<file path="config.mk">
export PLATFORM = sky130hd
export DESIGN_NAME = pxr_rx_hold
export DESIGN_NICKNAME = d
export VERILOG_FILES = /design/src/rtl/pxr_pkg.sv /design/src/rtl/pxr_unpack.sv /design/src/rtl/pxr_parity.sv /design/src/rtl/pxr_hold.sv /design/src/rtl/pxr_rx_hold.sv
export SDC_FILE = /design/constraint.sdc
export NUM_CORES = 1
export LEC_CHECK = 0
export ABC_AREA = 1
export BUFFER_PORTS_ARGS = -buffer_cell sky130_fd_sc_hd__buf_2
export CAP_MARGIN = 20
export CORE_AREA = 2 2 80 82
export DETAILED_ROUTE_END_ITERATION = 12
export DIE_AREA = 0 0 82 84
export SYNTH_ARGS = -nofsm -noshare
export SYNTH_HDL_FRONTEND = slang
export SYNTH_HIERARCHICAL = 1
export SYNTH_SLANG_ARGS = --single-unit
</file>
<file path="constraint.sdc">
create_clock -name clk -period 2.5 [get_ports clk]
set_clock_uncertainty 0.2 [all_clocks]
set_input_delay 0.25 -clock clk [delete_from_list [all_inputs] [get_ports clk]]
set_output_delay 0.25 -clock clk [all_outputs]
set_load 0.01 [all_outputs]
</file>
<file path="src/rtl/pxr_pkg.sv">
package pxr_pkg;

   localparam int unsigned PXR_COLOR_W = 8;
   localparam int unsigned PXR_AUX_W   = 2;

   typedef enum logic {
      PAR_REDUCE = 1'b0,
      PAR_TREE   = 1'b1
   } par_style_e;

   function automatic int unsigned pxr_word_w(input int unsigned cw, input int unsigned aw);
      return 3 * cw + 3 + aw + 1;
   endfunction

endpackage

</file>
<file path="src/rtl/pxr_unpack.sv">
module pxr_unpack #(
   parameter int unsigned COLOR_W = pxr_pkg::PXR_COLOR_W,
   parameter int unsigned AUX_W   = pxr_pkg::PXR_AUX_W,
   localparam int unsigned CB     = 3 * COLOR_W,
   localparam int unsigned COV_W  = CB + 3,
   localparam int unsigned WORD_W = pxr_pkg::pxr_word_w(COLOR_W, AUX_W)
) (
   input  logic [WORD_W-1:0] word_i,
   output logic [COV_W-1:0]  cov_o,
   output logic [AUX_W-1:0]  aux_o,
   output logic              par_o
);

   localparam int unsigned AUX_LO  = COV_W;
   localparam int unsigned PAR_BIT = AUX_LO + AUX_W;

   if (COLOR_W < 1) begin : g_bad_cw
      $error("pxr_unpack: COLOR_W must be at least 1");
   end
   if (AUX_W < 1) begin : g_bad_aw
      $error("pxr_unpack: AUX_W must be at least 1");
   end
   if (PAR_BIT != WORD_W - 1) begin : g_bad_layout
      $error("pxr_unpack: parity bit must be the top bit of the word");
   end

   assign cov_o = word_i[COV_W-1:0];
   assign aux_o = word_i[PAR_BIT-1:AUX_LO];
   assign par_o = word_i[PAR_BIT];

endmodule

</file>
<file path="src/rtl/pxr_parity.sv">
module pxr_parity #(
   parameter int unsigned         N     = 27,
   parameter pxr_pkg::par_style_e STYLE = pxr_pkg::PAR_TREE
) (
   input  logic [N-1:0] bits_i,
   input  logic         par_i,
   output logic         ok_o
);

   localparam int unsigned LEAVES = N + 1;
   localparam int unsigned LVLS   = (LEAVES > 1) ? $clog2(LEAVES) : 1;
   localparam int unsigned P      = 1 << LVLS;

   if (N < 1) begin : g_bad_n
      $error("pxr_parity: N must be at least 1");
   end

   if (STYLE == pxr_pkg::PAR_REDUCE) begin : g_reduce
      assign ok_o = ^{bits_i, par_i};
   end else begin : g_tree
      logic [2*P-1:1] node;
      for (genvar l = 0; l < P; l++) begin : g_leaf
         if (l < N) begin : g_bit
            assign node[P+l] = bits_i[l];
         end else if (l == N) begin : g_par
            assign node[P+l] = par_i;
         end else begin : g_pad
            assign node[P+l] = 1'b0;
         end
      end
      for (genvar i = 1; i < P; i++) begin : g_node
         assign node[i] = node[2*i] ^ node[2*i+1];
      end
      assign ok_o = node[1];
   end

endmodule

</file>
<file path="src/rtl/pxr_hold.sv">
module pxr_hold #(
   parameter int unsigned   W       = 29,
   parameter logic [W-1:0]  RST_VAL = '0
) (
   input  logic         clk,
   input  logic         rst_n,
   input  logic         vld_i,
   input  logic         ok_i,
   input  logic [W-1:0] data_i,
   output logic [W-1:0] data_o,
   output logic         err_o
);

   logic [W-1:0] keep_q;
   logic         err_q;
   logic         take;

   if (W < 1) begin : g_bad_w
      $error("pxr_hold: W must be at least 1");
   end

   assign take = vld_i & ok_i;

   always_ff @(posedge clk or negedge rst_n) begin
      if (!rst_n) begin
         keep_q <= RST_VAL;
         err_q  <= 1'b0;
      end else begin
         err_q <= vld_i & ~ok_i;
         if (take) begin
            keep_q <= data_i;
         end
      end
   end

   assign data_o = keep_q;
   assign err_o  = err_q;

endmodule

</file>
<file path="src/rtl/pxr_rx_hold.sv">
module pxr_rx_hold #(
   parameter int unsigned         COLOR_W   = pxr_pkg::PXR_COLOR_W,
   parameter int unsigned         AUX_W     = pxr_pkg::PXR_AUX_W,
   parameter pxr_pkg::par_style_e PAR_STYLE = pxr_pkg::PAR_TREE,
   localparam int unsigned        WORD_W    = pxr_pkg::pxr_word_w(COLOR_W, AUX_W)
) (
   input  logic               clk,
   input  logic               rst_n,
   input  logic               word_vld,
   input  logic [WORD_W-1:0]  word_in,
   output logic [COLOR_W-1:0] red_o,
   output logic [COLOR_W-1:0] grn_o,
   output logic [COLOR_W-1:0] blu_o,
   output logic               hsync_n_o,
   output logic               vsync_n_o,
   output logic               de_o,
   output logic [AUX_W-1:0]   aux_o,
   output logic               perr_o
);

   localparam int unsigned CB    = 3 * COLOR_W;
   localparam int unsigned COV_W = CB + 3;
   localparam int unsigned DW    = COV_W + AUX_W;
   localparam logic [DW-1:0] RST_PIX = {{(AUX_W + 1){1'b0}}, 2'b11, {CB{1'b0}}};

   logic [COV_W-1:0] cov;
   logic [AUX_W-1:0] aux_in;
   logic             par_bit;
   logic             par_ok;
   logic [DW-1:0]    pix_q;

   pxr_unpack #(
      .COLOR_W (COLOR_W),
      .AUX_W   (AUX_W)
   ) u_unpack (
      .word_i (word_in),
      .cov_o  (cov),
      .aux_o  (aux_in),
      .par_o  (par_bit)
   );

   pxr_parity #(
      .N     (COV_W),
      .STYLE (PAR_STYLE)
   ) u_parity (
      .bits_i (cov),
      .par_i  (par_bit),
      .ok_o   (par_ok)
   );

   pxr_hold #(
      .W       (DW),
      .RST_VAL (RST_PIX)
   ) u_hold (
      .clk    (clk),
      .rst_n  (rst_n),
      .vld_i  (word_vld),
      .ok_i   (par_ok),
      .data_i ({aux_in, cov}),
      .data_o (pix_q),
      .err_o  (perr_o)
   );

   assign blu_o     = pix_q[COLOR_W-1:0];
   assign grn_o     = pix_q[2*COLOR_W-1:COLOR_W];
   assign red_o     = pix_q[CB-1:2*COLOR_W];
   assign hsync_n_o = pix_q[CB];
   assign vsync_n_o = pix_q[CB+1];
   assign de_o      = pix_q[CB+2];
   assign aux_o     = pix_q[DW-1:COV_W];

endmodule

</file>
==> results of run 1 <==
[cell families (layout without fill, tap and decap cells)]
family / after synthesis / after routing / share of synthesized area (%)
xor gates and xnor gates: 6 / 6 / 2.50
DFF: 30 / 30 / 35.9
and+or+nand+nor: 233 / 233 / 44.3
buffers and inverters: 64 / 102 / 17.4
[layout make-up]
| type | instances | area, µm² |
|---|---|---|
| fillers | 688 | 3690 |
| multi-input cells | 239 | 982 |
| flip-flops and latches | 30 | 753 |
| repair buffers | 69 | 370 |
| well taps | 77 | 96.3 |
| inverters | 25 | 93.8 |
| clock buffers | 5 | 68.8 |
| clock inverters | 3 | 40.0 |
[worst max-delay path, delay by kind of cell]
| family | cells | cell delay (ns) |
|---|---|---|
| buf+inv | 3 | 0.43 |
| simple gates | 13 | 0.95 |
[flip-flops by register name, indices dropped and copies added, names as in the netlist]
| signal | cells |
|---|---|
| u_hold/data_o | 29 |
| u_hold/err_o | 1 |
[metal layers]
| layer | track usage, % | part of all wire [%] |
|---|---|---|
| met4 | 2.73 | 0.86 |
| met2 | 24.9 | 47 |
| met3 | 4.00 | 6.1 |
| met1 | 19.4 | 46 |
| met5 | 0 | 0 |
[power breakdown]
group          leakage (nW)  switching [mW]  internal (mW)  total, mW
registers             0.370           0.125          0.737      0.862
logic                  1.09           0.489          0.336      0.825
clock network        0.0579           0.188          0.293      0.481
[per-stage QoR]
stage,area (µm²),setup WS (ns),hold slack [ns]
after floorplan,2100,0.664,-0.246
after global placement,2270,0.575,0.135
after detailed placement,2270,0.530,0.141
after CTS,2400,0.837,0.00969
after global routing,2400,0.657,0.0360
final,2400,0.844,0.0195
[cells in the mapped netlist]
| library cell | count |
|---|---|
| buf_2 | 7 |
| nor2_2 | 1 |
| inv_2 | 7 |
| xor2_1 | 2 |
| dfstp_2 | 2 |
| dfrtp_1 | 28 |
| nor2_1 | 4 |
| xnor2_1 | 4 |
| nand2_1 | 191 |
| buf_4 | 31 |
| inv_1 | 18 |
| nand2_2 | 5 |
| nand3_1 | 32 |
| clkbuf_1 | 1 |
[final timing paths]
check                             startpoint                end  cells after the start
hold reg to reg            u_hold/data_o[25]  u_hold/data_o[25]                      2
max in group asynchronous              rst_n  u_hold/data_o[20]                      2
hold / removal                   word_in[25]  u_hold/data_o[25]                      3
setup / recovery                 word_in[15]   u_hold/data_o[1]                     16
min in group asynchronous              rst_n   u_hold/data_o[4]                      2
setup reg to reg           u_hold/data_o[24]  u_hold/data_o[24]                      2
==> key figures, run 1 <==
GRT
  • Largest net degree at the start of global routing: 31
  • Initial antenna violation count: 0
  • Vias in the first global route: 1931
  • First-pass GRT wire length: 8220 µm
  • GRT overflow: 0
  • Total global-route track usage: 15.0%

Drt
  • Wirelength per Cell: 10.6 µm
  • Final wirelength: 4770 µm
  • Drt drc: 0
  • Via count: 1968
  • Drt first-iter violations: 75
  • Antenna viol nets, final: 0
  • DR vias/cell: 4.39
  • Drt pass-1 iters: 4

STA
  • RSZ-0062 raised after global routing: false
  • Final Max Tran Viols: 0
  • Final setup TNS: 0 ns
  • Period utilization: 66.2%
  • Minimum clock period: 1.66 ns
  • Slew @ Worst Pin: 0.696 ns
  • Rel. slew slack: 53.6%
  • Final setup viols: 0
  • Final hold vios: 0
  • Max frequency: 604 MHz

Placed design
  • HPWL Detailed: 3560 µm
  • Placer Congestion: 0.719
  • Placed instance count: 437
  • IO buf count: 62

Clock tree
  • Number of clock sinks: 30
  • CTS root buf: clkbuf_8
  • Clk Latency, worst-skew pair: 0.28 ns
  • CTS H-tree depth: 2
  • CTS tree: yes
  • # Post-CTS Setup Buffers: 0
  • Hold Buf Count CTS: 3
  • Resized cells post-CTS: 0
  • Worst-path clk slew: 0.07 ns
  • Max Root-Sink Buffers: 2
  • CTS buffer count: 5

Logic synthesis
  • Seq/Total Area, Yosys: 35.9%
  • Top-area cell type share of the netlist area: 34.1%
  • Netlist Area Pre-Place: 2100 µm²
  • Leading area contributor after synthesis: nand2_1
  • Synthesized area per cell: 6.31 µm²
  • Net Count, Synth: 366
  • Post-synthesis instance total: 333
  • Yosys Warn Count: 6
  • Yosys reg bits: 30
  • Post-synth cell types: 14
  • Area contributors post-synth: nand2_1, dfrtp_1, buf_4, nand3_1, inv_1

Floorplanning
  • Die Width: 82 µm
  • I/O pins: 63
  • FP Rows: 29
  • Initial core utilization: 34.5%
  • DIE HEIGHT: 84 µm
  • Die area: 6890 µm²
  • Core area: 6100 µm²

Pwr
  • Cell Pwr Density: 901 nW/µm²
  • Lkg Pwr: 1.52 nW
  • Design Power: 2.17 mW
  • Worst vdd ir: 0.000436 V

Cells and area
  • Fin nets: 403
  • Commonest non-fill, non-tap cells in the layout: nand2_1, buf_2, nand3_1
  • Final Instance Count excl. Fillers: 448
  • Most common cell after layout, fill and taps aside: nand2_1
  • Synth-to-layout area growth: 14.5%
  • Share of layout cells above drive strength 1: 24.0%
  • N_diodes: 0
  • Post-layout util: 39.4%

Setup path
  • Critical path class: in -> reg
  • R2R Setup Slk: 1.61 ns
  • CP peak stage delay: 0.24 ns
  • Crit-path slowest cell: buf_4
  • Worst setup SP type: primary input
  • Worst-path cell chain: buf_2 > inv_1 > nand2_1 > nand2_1 > nand2_1 > nand2_1 > nand3_1 > nand2_2 > nand2_1 > nand2_2 > nand2_1 > nand2_1 > nand2_1 > buf_4 > nand2_1 > nand2_1
  • Critical path capture point type: register
  • CP Data Required Time: 2.47 ns
  • Critical path arrival: 1.63 ns
  • CP Max Fanout: 14
  • Crit path top cell by count: nand2_1

Min path
  • Worst Hold Class: in -> reg

Run status
  • Status: completed

Job
  • Max cap viols: 0
No activity file was read; power rests on OpenSTA's default activity.
==> inputs of run 2 (changes only) <==
Settings changed: ABC_AREA 1 to 0, CORE_AREA 2 2 80 82 to 2 2 71 73, DIE_AREA 0 0 82 84 to 0 0 73 75.
Clock period 2.5 ns to 1.4 ns, I/O delays scaled along.
==> key figures, run 2 <==
Setup path
  • Critical path class: in -> reg
  • Top delay family on crit path: XOR/XNOR gates
  • Worst setup SP type: primary input
  • CP peak stage delay: 0.42 ns
  • Crit-path slowest cell: xnor3_1
  • CP Max Fanout: 6
  • Worst-path cell chain: buf_8 > xnor2_4 > xnor2_2 > xnor3_1 > xnor3_1 > nand2_2 > buf_12 > buf_12 > mux2_4
  • CP Depth: 9
  • Buf/Inv on CP: 3
  • Critical path arrival: 1.92 ns
  • Critical path capture point type: register
  • CP Data Required Time: 1.35 ns
  • Worst reg2reg path depth: 1

Floorplanning
  • Die area: 5480 µm²
  • FP Rows: 25
  • Die Width: 73 µm
  • DIE HEIGHT: 75 µm
  • Initial core utilization: 35.1%
  • I/O pins: 63
  • Core area: 4660 µm²

STA
  • Final hold vios: 0
  • Rel. slew slack: 73.3%
  • Max frequency: 508 MHz
  • Post-route worst setup slack: -0.569 ns
  • Worst hold slack: 0.0173 ns
  • Period utilization: 141%
  • Minimum clock period: 1.97 ns
  • Final setup TNS: -16.03 ns
  • Slew @ Worst Pin: 0.400 ns
  • Final Max Tran Viols: 0
  • RSZ-0062 raised after global routing: true
  • Final setup viols: 30

Pwr
  • Worst vdd ir: 0.000933 V
  • Sequential share of power: 27.4%
  • Lkg Pwr: 1.26 nW
  • Sw frac: 31.2%
  • Cell Pwr Density: 2290 nW/µm²
  • Net Switching: 1.81 mW
  • Clock power frac: 12.1%
  • Cell Int Power: 3.98 mW
  • Design Power: 5.79 mW
  • Logic pwr share: 60.5%

Cells and area
  • Final Instance Count excl. Fillers: 250
  • N_diodes: 0
  • Commonest non-fill, non-tap cells in the layout: buf_2, dlygate4sd3_1, dfrtp_1
  • Post-layout util: 54.1%
  • Design Area, Final: 2520 µm²
  • Share of layout cells above drive strength 1: 63.3%
  • Max reg flops: 29
  • Synth-to-layout area growth: 54.3%
  • Filler Cells Inserted: 401
  • Most common cell after layout, fill and taps aside: buf_2
  • Fin nets: 228

GRT
  • GRT overflow: 0
  • Initial antenna violation count: 0
  • Routing usage on met2: 25.9%
  • Largest net degree at the start of global routing: 17
  • First-pass GRT wire length: 5850 µm
  • Grt met3 use: 2.68%
  • GR peak layer: met2
  • Grt met1 use: 16.1%
  • Vias in the first global route: 1204
  • Total global-route track usage: 14.5%

Logic synthesis
  • Synthesized area per cell: 13.7 µm²
  • Synth Flop Type: dfrtp_1
  • Seq/Total Area, Yosys: 46.1%
  • Most frequent cell after synthesis: buf_4
  • Area contributors post-synth: dfrtp_1, buf_4, mux2_2, xnor2_1, mux2_4
  • Post-synthesis instance total: 119
  • Net Count, Synth: 152
  • Leading area contributor after synthesis: dfrtp_1
  • Yosys reg bits: 30
  • Number of synthesized flops with an enable pin: 0
  • Yosys Warn Count: 6
  • Post-synth cell types: 13
  • Async set or reset register ratio after synthesis: 100%
  • Top-area cell type share of the netlist area: 42.9%
  • Netlist Area Pre-Place: 1630 µm²
  • Most frequent cells after synthesis: buf_4, dfrtp_1, xnor2_1

Placed design
  • Placed instance count: 207
  • Pre-CTS WS: -0.851 ns
  • HPWL Detailed: 2320 µm
  • IO buf count: 62
  • Placed standard-cell area: 1870 µm²
  • Placer Congestion: 0.689

Clock tree
  • Worst-path clk slew: 0.06 ns
  • Number of clock sinks: 30
  • CTS root buf: clkbuf_8
  • CTS tree: yes
  • CTS buffer count: 5
  • Max Root-Sink Buffers: 2
  • CTS H-tree depth: 2
  • Clk Latency, worst-skew pair: 0.27 ns

Drt
  • Drt first-iter violations: 14
  • Wirelength per Cell: 14.9 µm
  • DR vias/cell: 4.28
  • Drt drc: 0
  • Final wirelength: 3730 µm
  • Via count: 1069
  • Antenna viol nets, final: 0
  • Drt pass-1 iters: 2

Job
  • Max cap viols: 0

Run status
  • Status: finished with violations
  • Failing checks: negative setup slack

Min path
  • Depth of the worst hold-timing path: 3
  • Worst Hold Class: in -> reg
[run 2: metal layers]
| metal | routed length, µm | vias to the layer above | share of wire [%] |
|---|---|---|---|
| met5 | 0 | - | 0 |
| met1 | 1450 | 516 | 39 |
| met2 | 2040 | 35 | 55 |
| li1 | - | 511 | - |
| met3 | 157 | 7 | 4.2 |
| met4 | 79 | 0 | 2.1 |
[run 2: power groups by stage]
stage,Sequential (mW),Clock (mW),Combinational [mW]
after global routing,1.65,0.758,3.71
after floorplan,1.79,0,1.53
after detailed placement,1.59,0,2.41
after CTS,1.58,0.727,3.26
final,1.59,0.700,3.50
after global placement,1.56,0,2.34
[run 2: worst paths after layout]
check                                       start                end  slack [ns]
worst max-delay path                  word_in[29]  u_hold/data_o[13]       -0.57
worst min register to register  u_hold/data_o[28]  u_hold/data_o[28]        0.30
max in group asynchronous                   rst_n  u_hold/data_o[24]        0.38
worst min-delay path                  word_in[15]  u_hold/data_o[15]        0.02
worst max register to register  u_hold/data_o[13]  u_hold/data_o[13]        0.43
min in group asynchronous                   rst_n  u_hold/data_o[17]        0.12
[run 2: final cells by class]
cell class / instances / area, µm² / area share, %
multi-input cells: 56 / 783 / 31.1
clock inverters: 1 / 5.00 / 0.199
well taps: 54 / 67.6 / 2.68
flip-flops and latches: 30 / 753 / 29.9
clock buffers: 7 / 86.3 / 3.42
repair buffers: 102 / 826 / 32.8
[run 2: logic make-up (layout without fill, tap and decap cells)]
family	after synthesis	in the layout	synth area share, %
mux	29	29	22.3
flops	30	30	46.1
xor+xnor	25	25	15.5
simple gates	2	2	0.613
buf+inv	33	110	15.5
[run 2: repair_timing]
item / CTS / global route
setup endpoints to repair: 29 / 30
resized for setup: 20 / 11
hold buffers: 29 / 0
pin swaps: 5 / 2
setup buffers: 2 / 1
cloned: 3 / 0
hold endpoints to repair: 56 / 0
